[src/rtl/lane_pkg.sv]
package lane_pkg;
  typedef enum logic [1:0] {
    PH_IDLE   = 2'd0,
    PH_FIRST  = 2'd1,
    PH_SECOND = 2'd2
  } phase_e;
endpackage

[src/rtl/lane_map.sv]
// Computes bank enables, word address and lane data for one bus cycle.
module lane_map #(
  parameter int ADDR_W = 16,
  parameter int BYTE_W = 8
) (
  input  logic                  second,
  input  logic                  word,
  input  logic [ADDR_W-1:0]     addr,
  input  logic [2*BYTE_W-1:0]   wdata,
  output logic [1:0]            en,
  output logic [ADDR_W-2:0]     waddr,
  output logic [2*BYTE_W-1:0]   lanes
);
  localparam int WA_W = ADDR_W - 1;
  localparam logic [WA_W-1:0] ONE = WA_W'(1);
  localparam logic [BYTE_W-1:0] ZB = '0;

  logic              odd;
  logic [WA_W-1:0]   base;
  logic [BYTE_W-1:0] lo_b, hi_b;

  assign odd  = addr[0];
  assign base = addr[ADDR_W-1:1];
  assign lo_b = wdata[BYTE_W-1:0];
  assign hi_b = wdata[2*BYTE_W-1:BYTE_W];

  always_comb begin
    waddr = base;
    if (second) begin
      en    = 2'b01;
      waddr = base + ONE;
      lanes = {ZB, hi_b};
    end else if (word && !odd) begin
      en    = 2'b11;
      lanes = wdata;
    end else if (odd) begin
      en    = 2'b10;
      lanes = {lo_b, ZB};
    end else begin
      en    = 2'b01;
      lanes = {ZB, lo_b};
    end
  end
endmodule

[src/rtl/lane_seq.sv]
// Request sequencer: idle, first bus cycle, optional second bus cycle.
module lane_seq (
  input  logic clk,
  input  logic rst,
  input  logic req_valid,
  input  logic split,
  input  logic mem_ready,
  output logic accept,
  output logic advance,
  output logic finish,
  output logic complete,
  output logic in_second,
  output logic busy,
  output logic done
);
  import lane_pkg::*;
  phase_e ph;

  assign accept    = (ph == PH_IDLE) && req_valid;
  assign complete  = (ph != PH_IDLE) && mem_ready;
  assign advance   = (ph == PH_FIRST) && mem_ready && split;
  assign finish    = complete && !advance;
  assign in_second = (ph == PH_SECOND);

  always_ff @(posedge clk) begin
    if (rst) begin
      ph   <= PH_IDLE;
      busy <= 1'b0;
      done <= 1'b0;
    end else begin
      done <= finish;
      if (accept) begin
        ph   <= PH_FIRST;
        busy <= 1'b1;
      end else if (advance) begin
        ph <= PH_SECOND;
      end else if (finish) begin
        ph   <= PH_IDLE;
        busy <= 1'b0;
      end
    end
  end
endmodule

[src/rtl/lane_gather.sv]
// Assembles read data from the lanes, undoing the swap for split words.
module lane_gather #(
  parameter int BYTE_W = 8
) (
  input  logic                clk,
  input  logic                rst,
  input  logic                capture,
  input  logic                second,
  input  logic                word,
  input  logic                odd,
  input  logic [2*BYTE_W-1:0] mem_rdata,
  output logic [2*BYTE_W-1:0] rdata
);
  localparam logic [BYTE_W-1:0] ZB = '0;
  logic [BYTE_W-1:0] lane [2];

  for (genvar b = 0; b < 2; b++) begin : g_lane
    assign lane[b] = mem_rdata[b*BYTE_W +: BYTE_W];
  end

  always_ff @(posedge clk) begin
    if (rst) begin
      rdata <= '0;
    end else if (capture) begin
      if (second)
        rdata[2*BYTE_W-1:BYTE_W] <= lane[0];
      else if (word && !odd)
        rdata <= mem_rdata;
      else if (word)
        rdata[BYTE_W-1:0] <= lane[1];
      else
        rdata <= {ZB, lane[odd]};
    end
  end
endmodule

[src/rtl/lane_bridge.sv]
module lane_bridge #(
  parameter int ADDR_W = 16,
  parameter int BYTE_W = 8
) (
  input  logic                clk,
  input  logic                rst,
  input  logic                req_valid,
  input  logic                req_write,
  input  logic                req_word,
  input  logic [ADDR_W-1:0]   req_addr,
  input  logic [2*BYTE_W-1:0] req_wdata,
  output logic                busy,
  output logic                done,
  output logic [2*BYTE_W-1:0] rdata,
  output logic [ADDR_W-2:0]   mem_addr,
  output logic [1:0]          mem_en,
  output logic                mem_we,
  output logic [2*BYTE_W-1:0] mem_wdata,
  input  logic [2*BYTE_W-1:0] mem_rdata,
  input  logic                mem_ready
);
  localparam int DW = 2 * BYTE_W;

  logic              h_write, h_word;
  logic [ADDR_W-1:0] h_addr;
  logic [DW-1:0]     h_wdata;

  logic accept, advance, finish, complete, in_second;

  logic              m_word;
  logic [ADDR_W-1:0] m_addr;
  logic [DW-1:0]     m_wdata;
  logic [1:0]        m_en;
  logic [ADDR_W-2:0] m_waddr;
  logic [DW-1:0]     m_lanes;

  lane_seq u_seq (
    .clk(clk), .rst(rst), .req_valid(req_valid),
    .split(h_word & h_addr[0]), .mem_ready(mem_ready),
    .accept(accept), .advance(advance), .finish(finish),
    .complete(complete), .in_second(in_second),
    .busy(busy), .done(done)
  );

  always_ff @(posedge clk) begin
    if (rst) begin
      h_write <= 1'b0;
      h_word  <= 1'b0;
      h_addr  <= '0;
      h_wdata <= '0;
    end else if (accept) begin
      h_write <= req_write;
      h_word  <= req_word;
      h_addr  <= req_addr;
      h_wdata <= req_wdata;
    end
  end

  assign m_word  = accept ? req_word  : h_word;
  assign m_addr  = accept ? req_addr  : h_addr;
  assign m_wdata = accept ? req_wdata : h_wdata;

  lane_map #(.ADDR_W(ADDR_W), .BYTE_W(BYTE_W)) u_map (
    .second(!accept), .word(m_word), .addr(m_addr), .wdata(m_wdata),
    .en(m_en), .waddr(m_waddr), .lanes(m_lanes)
  );

  always_ff @(posedge clk) begin
    if (rst) begin
      mem_en    <= 2'b00;
      mem_addr  <= '0;
      mem_we    <= 1'b0;
      mem_wdata <= '0;
    end else if (accept || advance) begin
      mem_en    <= m_en;
      mem_addr  <= m_waddr;
      mem_we    <= accept ? req_write : h_write;
      mem_wdata <= m_lanes;
    end else if (finish) begin
      mem_en <= 2'b00;
      mem_we <= 1'b0;
    end
  end

  lane_gather #(.BYTE_W(BYTE_W)) u_gather (
    .clk(clk), .rst(rst), .capture(complete && !h_write),
    .second(in_second), .word(h_word), .odd(h_addr[0]),
    .mem_rdata(mem_rdata), .rdata(rdata)
  );
endmodule

[config.mk]
export PLATFORM = sky130hd
export DESIGN_NAME = lane_bridge
export DESIGN_NICKNAME = d
export VERILOG_FILES = /design/src/rtl/lane_pkg.sv /design/src/rtl/lane_map.sv /design/src/rtl/lane_seq.sv /design/src/rtl/lane_gather.sv /design/src/rtl/lane_bridge.sv
export SDC_FILE = /design/constraint.sdc
export NUM_CORES = 1
export LEC_CHECK = 0
export CORE_UTILIZATION = 40
export CTS_CLUSTER_DIAMETER = 200
export DETAILED_ROUTE_END_ITERATION = 10
export DONT_BUFFER_PORTS = 1
export SYNTH_ARGS = -nofsm -noshare
export SYNTH_HDL_FRONTEND = slang
export SYNTH_SLANG_ARGS = --single-unit
[constraint.sdc]
create_clock -name clk -period 4.7 [get_ports clk]
set_input_delay 0.47 -clock clk [delete_from_list [all_inputs] [get_ports clk]]
set_output_delay 0.47 -clock clk [all_outputs]
set_load 0.005 [all_outputs]
# Word-level counts from Yosys, hierarchy flattened
# Index checks and enable logic that the tools add are counted.
# W data, S select, Z words.
# totals
ff_bits	88
inputBits	54
out_inout_bits	52
elab_cells	72
# op_classes
n_addsub	1
n_lt_le_gt_ge	1
n_eq_ne	4
mux	26
bitwise_logic	3
reduce_logical	23
# ops
cell	n
$mux W16	6
$mux W8	6
$add A15 B1 Y15 const B	1
$mux W15	1
$mux W2	6
$logic_and A1 B1 Y1	8
$reduce_bool A2 Y1	4
$mux W1	7
$reduce_and A2 Y1	3
$logic_not A1 Y1	4
$ne A3 B1 Y1 const B	1
$reduce_bool A3 Y1	1
$eq A2 B1 Y1 const B	1
$eq A2 B2 Y1 const B	1
$ge A2 B2 Y1 const B	1
$logic_not A2 Y1	1
$ne A2 B2 Y1 const B	1
$not A1 Y2	1
$reduce_or A2 Y1	1
$and A1 B1 Y1	1
$logic_or A1 B1 Y1	1
$not A1 Y1	1

# Logic depth before layout (Yosys ltp)
# depth
depth_word	8
ltp_mapped	12
ltp_nobuf	9

# Modules after synthesis
# From an unflattened synthesis, not the netlist that was laid out.
# hier_totals
hier_cells	440
hier_area_um2	4055.1
# by_module_without_submodules
module	n_inst	cells_each	area_per_inst_um2	seq_area_each_um2
lane_bridge	1	260	2549.9	1361.3
lane_gather	1	84	814.5	320.3
lane_map	1	75	501.7	0.0
lane_seq	1	21	188.9	80.1

# Worst setup path before layout
# No wires, ideal clock.
# synth_timing
kind	input to register
startpoint	input port req_valid
endpoint	register mem_addr[14]
setup_ps	74
t_arrival_ps	2298
t_required_ps	4626
path_slack_ps	2328
stages	11
path_buffers	2
cell_sequence	or3b_1 buf_6 clkbuf_1 nand2_1 nand2_1 ha_1 nand4_1 nor4_1 nand3_1 o31a_1 o21ai_0
# synth_via
elab_chain_cells	4
word_cells_on_any_way	5
cone_classes	add/sub: 1; mux: 2; reduce/logical: 2
# synth_rtl
item	line_no	rtl
start, declared	lane_bridge.sv:7	input logic req_valid,
$logic_and A1 B1 Y1	lane_seq.sv:19	assign accept = (ph == PH_IDLE) && req_valid;
$mux W16	--	
net m_addr[1]	lane_bridge.sv:31	logic [ADDR_W-1:0] m_addr;
$add A15 B1 Y15	lane_map.sv:31	waddr = base + ONE;
$mux W15	lane_map.sv:29	if (second) begin
end signal, assigned	lane_bridge.sv:76	mem_addr <= m_waddr;
end, declared	lane_bridge.sv:15	output logic [ADDR_W-2:0] mem_addr,
# The timed path passes the listed nets, and every way through them passes these cells.
# A chain may end at the register's enable or synchronous reset.

# Worst setup path after layout
# layout_timing
startpoint	register h_addr[0]
endpoint	register mem_wdata[11]
# layout_via
elab_chain_cells	5
word_cells_on_any_way	9
cone_classes	mux: 4; bitwise: 1; reduce/logical: 4
# layout_rtl
item	line_no	rtl
start, declared	lane_bridge.sv:25	logic [ADDR_W-1:0] h_addr;
start signal, assigned	lane_bridge.sv:54	h_addr <= req_addr;
$mux W16	--	
$logic_not A1 Y1	lane_map.sv:33	end else if (word && !odd) begin
$logic_and A1 B1 Y1	lane_map.sv:33	
$mux W16	lane_map.sv:33	
$mux W16	lane_map.sv:29	
end signal, assigned	lane_bridge.sv:78	mem_wdata <= m_lanes;
end, declared	lane_bridge.sv:18	output logic [2*BYTE_W-1:0] mem_wdata,
# Several ways; a longest one is shown, not always the timed one.

==> flow_metrics.tcl <==
set metrics [dict create \
    drive_gt1_share_pct 5.87 \
    hold_class "in -> reg" \
    power_frac_clock_pct 38.9 \
    place.gp.congestion 0.785 \
    core_area_mm2 0.00826 \
    track_usage_pct 20.0 \
    syn_nets 460 \
    drt-pass1-iter-count 4 \
    dp_hpwl_mm 5.94 \
    grt_pass1_vias 2783 \
    vias_per_cell 5.80 \
    hold_viol_final 0 \
    grt_pass1_wl_mm 13.7 \
    total_power_mw 1.45 \
    cts_setup_buffers 0 \
    yosysMostFrequentCell "dfxtp_1" \
    vias 2884 \
    setup_viol 0 \
    netlist_area_mm2 0.00341 \
    cts_buffers 9 \
    crit_path_end "mem_wdata[11]" \
    io_buffers 0 \
    drc 0 \
    syn_to_final_growth_pct 7.00 \
    synth-seq-area-share_pct 46.9 \
    pre_cts_ws_ns 1.88 \
    clock.fmax_mhz 349 \
    crit_arrival_ns 3.11 \
    yosys.area.top_type "dfxtp_1" \
    power.net_switching_uw 357 \
    setup.worst_path.start "h_addr[0]" \
    worstPathMaxFanout 18 \
    holdBufCountCts 0 \
    final_cells 497 \
    clock_sinks 80 \
    fin_area_mm2 0.00365 \
    wl_per_cell_um 17.5 \
    p_int_mw 1.10 \
    fin_setup_tns_ns 0 \
    synthFlopType "dfxtp_1" \
    peakVddDrop_mv 0.176 \
    antenna_found_initial 1 \
    r2r_cells 5 \
    postRouteAntennaNets 0 \
    root_buffer "clkbuf_8" \
    num-fill-cells 858 \
    hold_slack_ns 0.195 \
    p_sw_share_pct 24.5 \
    ys_top_cells_by_count "dfxtp_1, nand2_1, nor2_1" \
    grt_max_degree 79 \
    fin_skew_ns 0.00761 \
    cts_resized 0 \
    dp.cells 482 \
    ys_seq_elements 80 \
    r2r-start "h_addr[0]" \
    r2r-end "mem_wdata[11]" \
    status "finished clean" \
    clkSlewWorstSetupHoldPaths_ns 0.08 \
    yosys_warnings 0 \
    synthCells 405 \
    layout.nets 443 \
    seqPwrFrac_pct 52.2 \
    slew_headroom_pct 34.6 \
    synth_area_leaders "dfxtp_1, nand2_1, a21oi_1" \
    critPathKind "reg -> reg" \
    maxSlewViolCount 0 \
    h-tree-depth 3 \
    netlist-cell-type-count 48 \
    syn_avg_cell_area_um2 8.43 \
    grt_setup_unrepaired "no" \
    multi_input_area_mm2 0.00165 \
    end_kind "register" \
    ios 106 \
    comb_power_share_pct 8.9 \
    r2r_slack_ns 1.83 \
    antenna_cells 0 \
    rows 33 \
    grt-ovfl-total 0 \
    critPathRequiredTime_ns 4.94 \
    max_cap_violations 0 \
    cts_tree "done" \
    synthArstFlopShare_pct 0 \
    clk_latency_ns 0.35 \
    dieArea_mm2 0.00891 \
    setup_ws_ns 1.83 \
    worst_pin_slew_ns 0.980 \
    start_util_pct 41.3 \
    synth_edf_count 0 \
    critPathLaunchType "register" \
    die_x_um 94.4 \
    cts_buffer_depth 2 \
    drtIter0Drc 149 \
    placed_cell_area_mm2 0.00343 \
    seq_area_mm2 0.00160 \
    layout_min_cycle_time_ns 2.87 \
    drt-total-wl_mm 8.69 \
    power.density_mw_per_mm2 398 \
    period_share_pct 61.0 \
    final_util_pct 44.2 \
    die_h_um 94.4 \
    synth_top_area_share_pct 46.9 \
    leakage_nw 1.37 \
]
[power groups by stage]
stage | Clock (mW) | Sequential [mW] | Combinational, mW
finish | 0.566 | 0.759 | 0.129
global placement | 0 | 0.775 | 0.128
global route | 0.601 | 0.766 | 0.147
detailed placement | 0 | 0.776 | 0.130
floorplan | 0 | 0.762 | 0.121
CTS | 0.579 | 0.760 | 0.131
[sequential cells by signal (all words and copies together) (netlist names)]
| name | count |
|---|---|
| u_seq.done | 1 |
| h_word | 1 |
| h_wdata | 8 |
| h_write | 1 |
| h_addr | 16 |
| u_seq.busy | 1 |
| mem_wdata | 16 |
| u_seq.ph | 2 |
| mem_we | 1 |
| mem_en | 2 |
| u_gather.rdata | 16 |
| mem_addr | 15 |
[cell usage in the layout, fill, tap and decap left out, types with 3 or more instances in the layout]
master	instances
a211oi_1	17
a21o_1	3
a21oi_1	41
a221oi_1	8
a222oi_1	8
a31oi_1	3
clkbuf_8	11
dfxtp_1	80
inv_1	9
mux2i_1	10
nand2_1	60
nand3_1	10
nand3b_1	4
nand4_1	5
nor2_1	53
nor2b_1	3
nor3_1	13
o21ai_0	8
o41ai_1	4
xor2_1	8
[worst max-delay path: stages, from the launching register on]
cell and delay [ns]:
dfxtp_1 0.72, nand4_1 0.28, a21oi_2 0.81, nor2_1 0.42, a222oi_1 0.45, inv_1 0.07
[metal layers]
| metal | vias up | share of wire (%) | global-route usage [%] |
|---|---|---|---|
| li1 | 1410 | - | - |
| met1 | 1373 | 42 | 23.1 |
| met2 | 85 | 47 | 33.3 |
| met3 | 14 | 9.2 | 7.00 |
| met4 | 2 | 1.4 | 8.97 |
| met5 | - | 0.12 | 0 |
[worst min-delay path by stage]
| stage | depth (start not counted) | from | slack [ns] | to |
|---|---|---|---|---|
| after floorplan | 2 | h_wdata[10] | 0.44 | h_wdata[10] |
| after global placement | 2 | h_wdata[14] | 0.44 | h_wdata[14] |
| after detailed placement | 2 | h_wdata[14] | 0.45 | h_wdata[14] |
| after CTS | 1 | rst | 0.17 | mem_addr[12] |
| after global routing | 1 | rst | 0.17 | h_word |
| final | 1 | rst | 0.19 | h_wdata[11] |
[area by class of cell]
class / instances / share of cell area, %
clock buffer: 12 / 4.25
clock inverter: 3 / 1.78
inverter: 9 / 0.925
multi-input combinational: 286 / 45.2
sequential: 80 / 43.8
tap: 105 / 3.60
timing repair buffer: 2 / 0.411
[cells by family (layout without fill, tap and decap cells)]
logic type	count (synthesis)	in the layout	share of synthesized area (%)
buf+inv	39	26	4.87
xor+xnor	10	10	2.57
flops	80	80	46.9
compound gates	103	103	20.3
mux	11	11	3.26
fa+ha+maj	1	1	0.366
simple gates	161	161	21.7
Power figures use the tool's default switching activity.
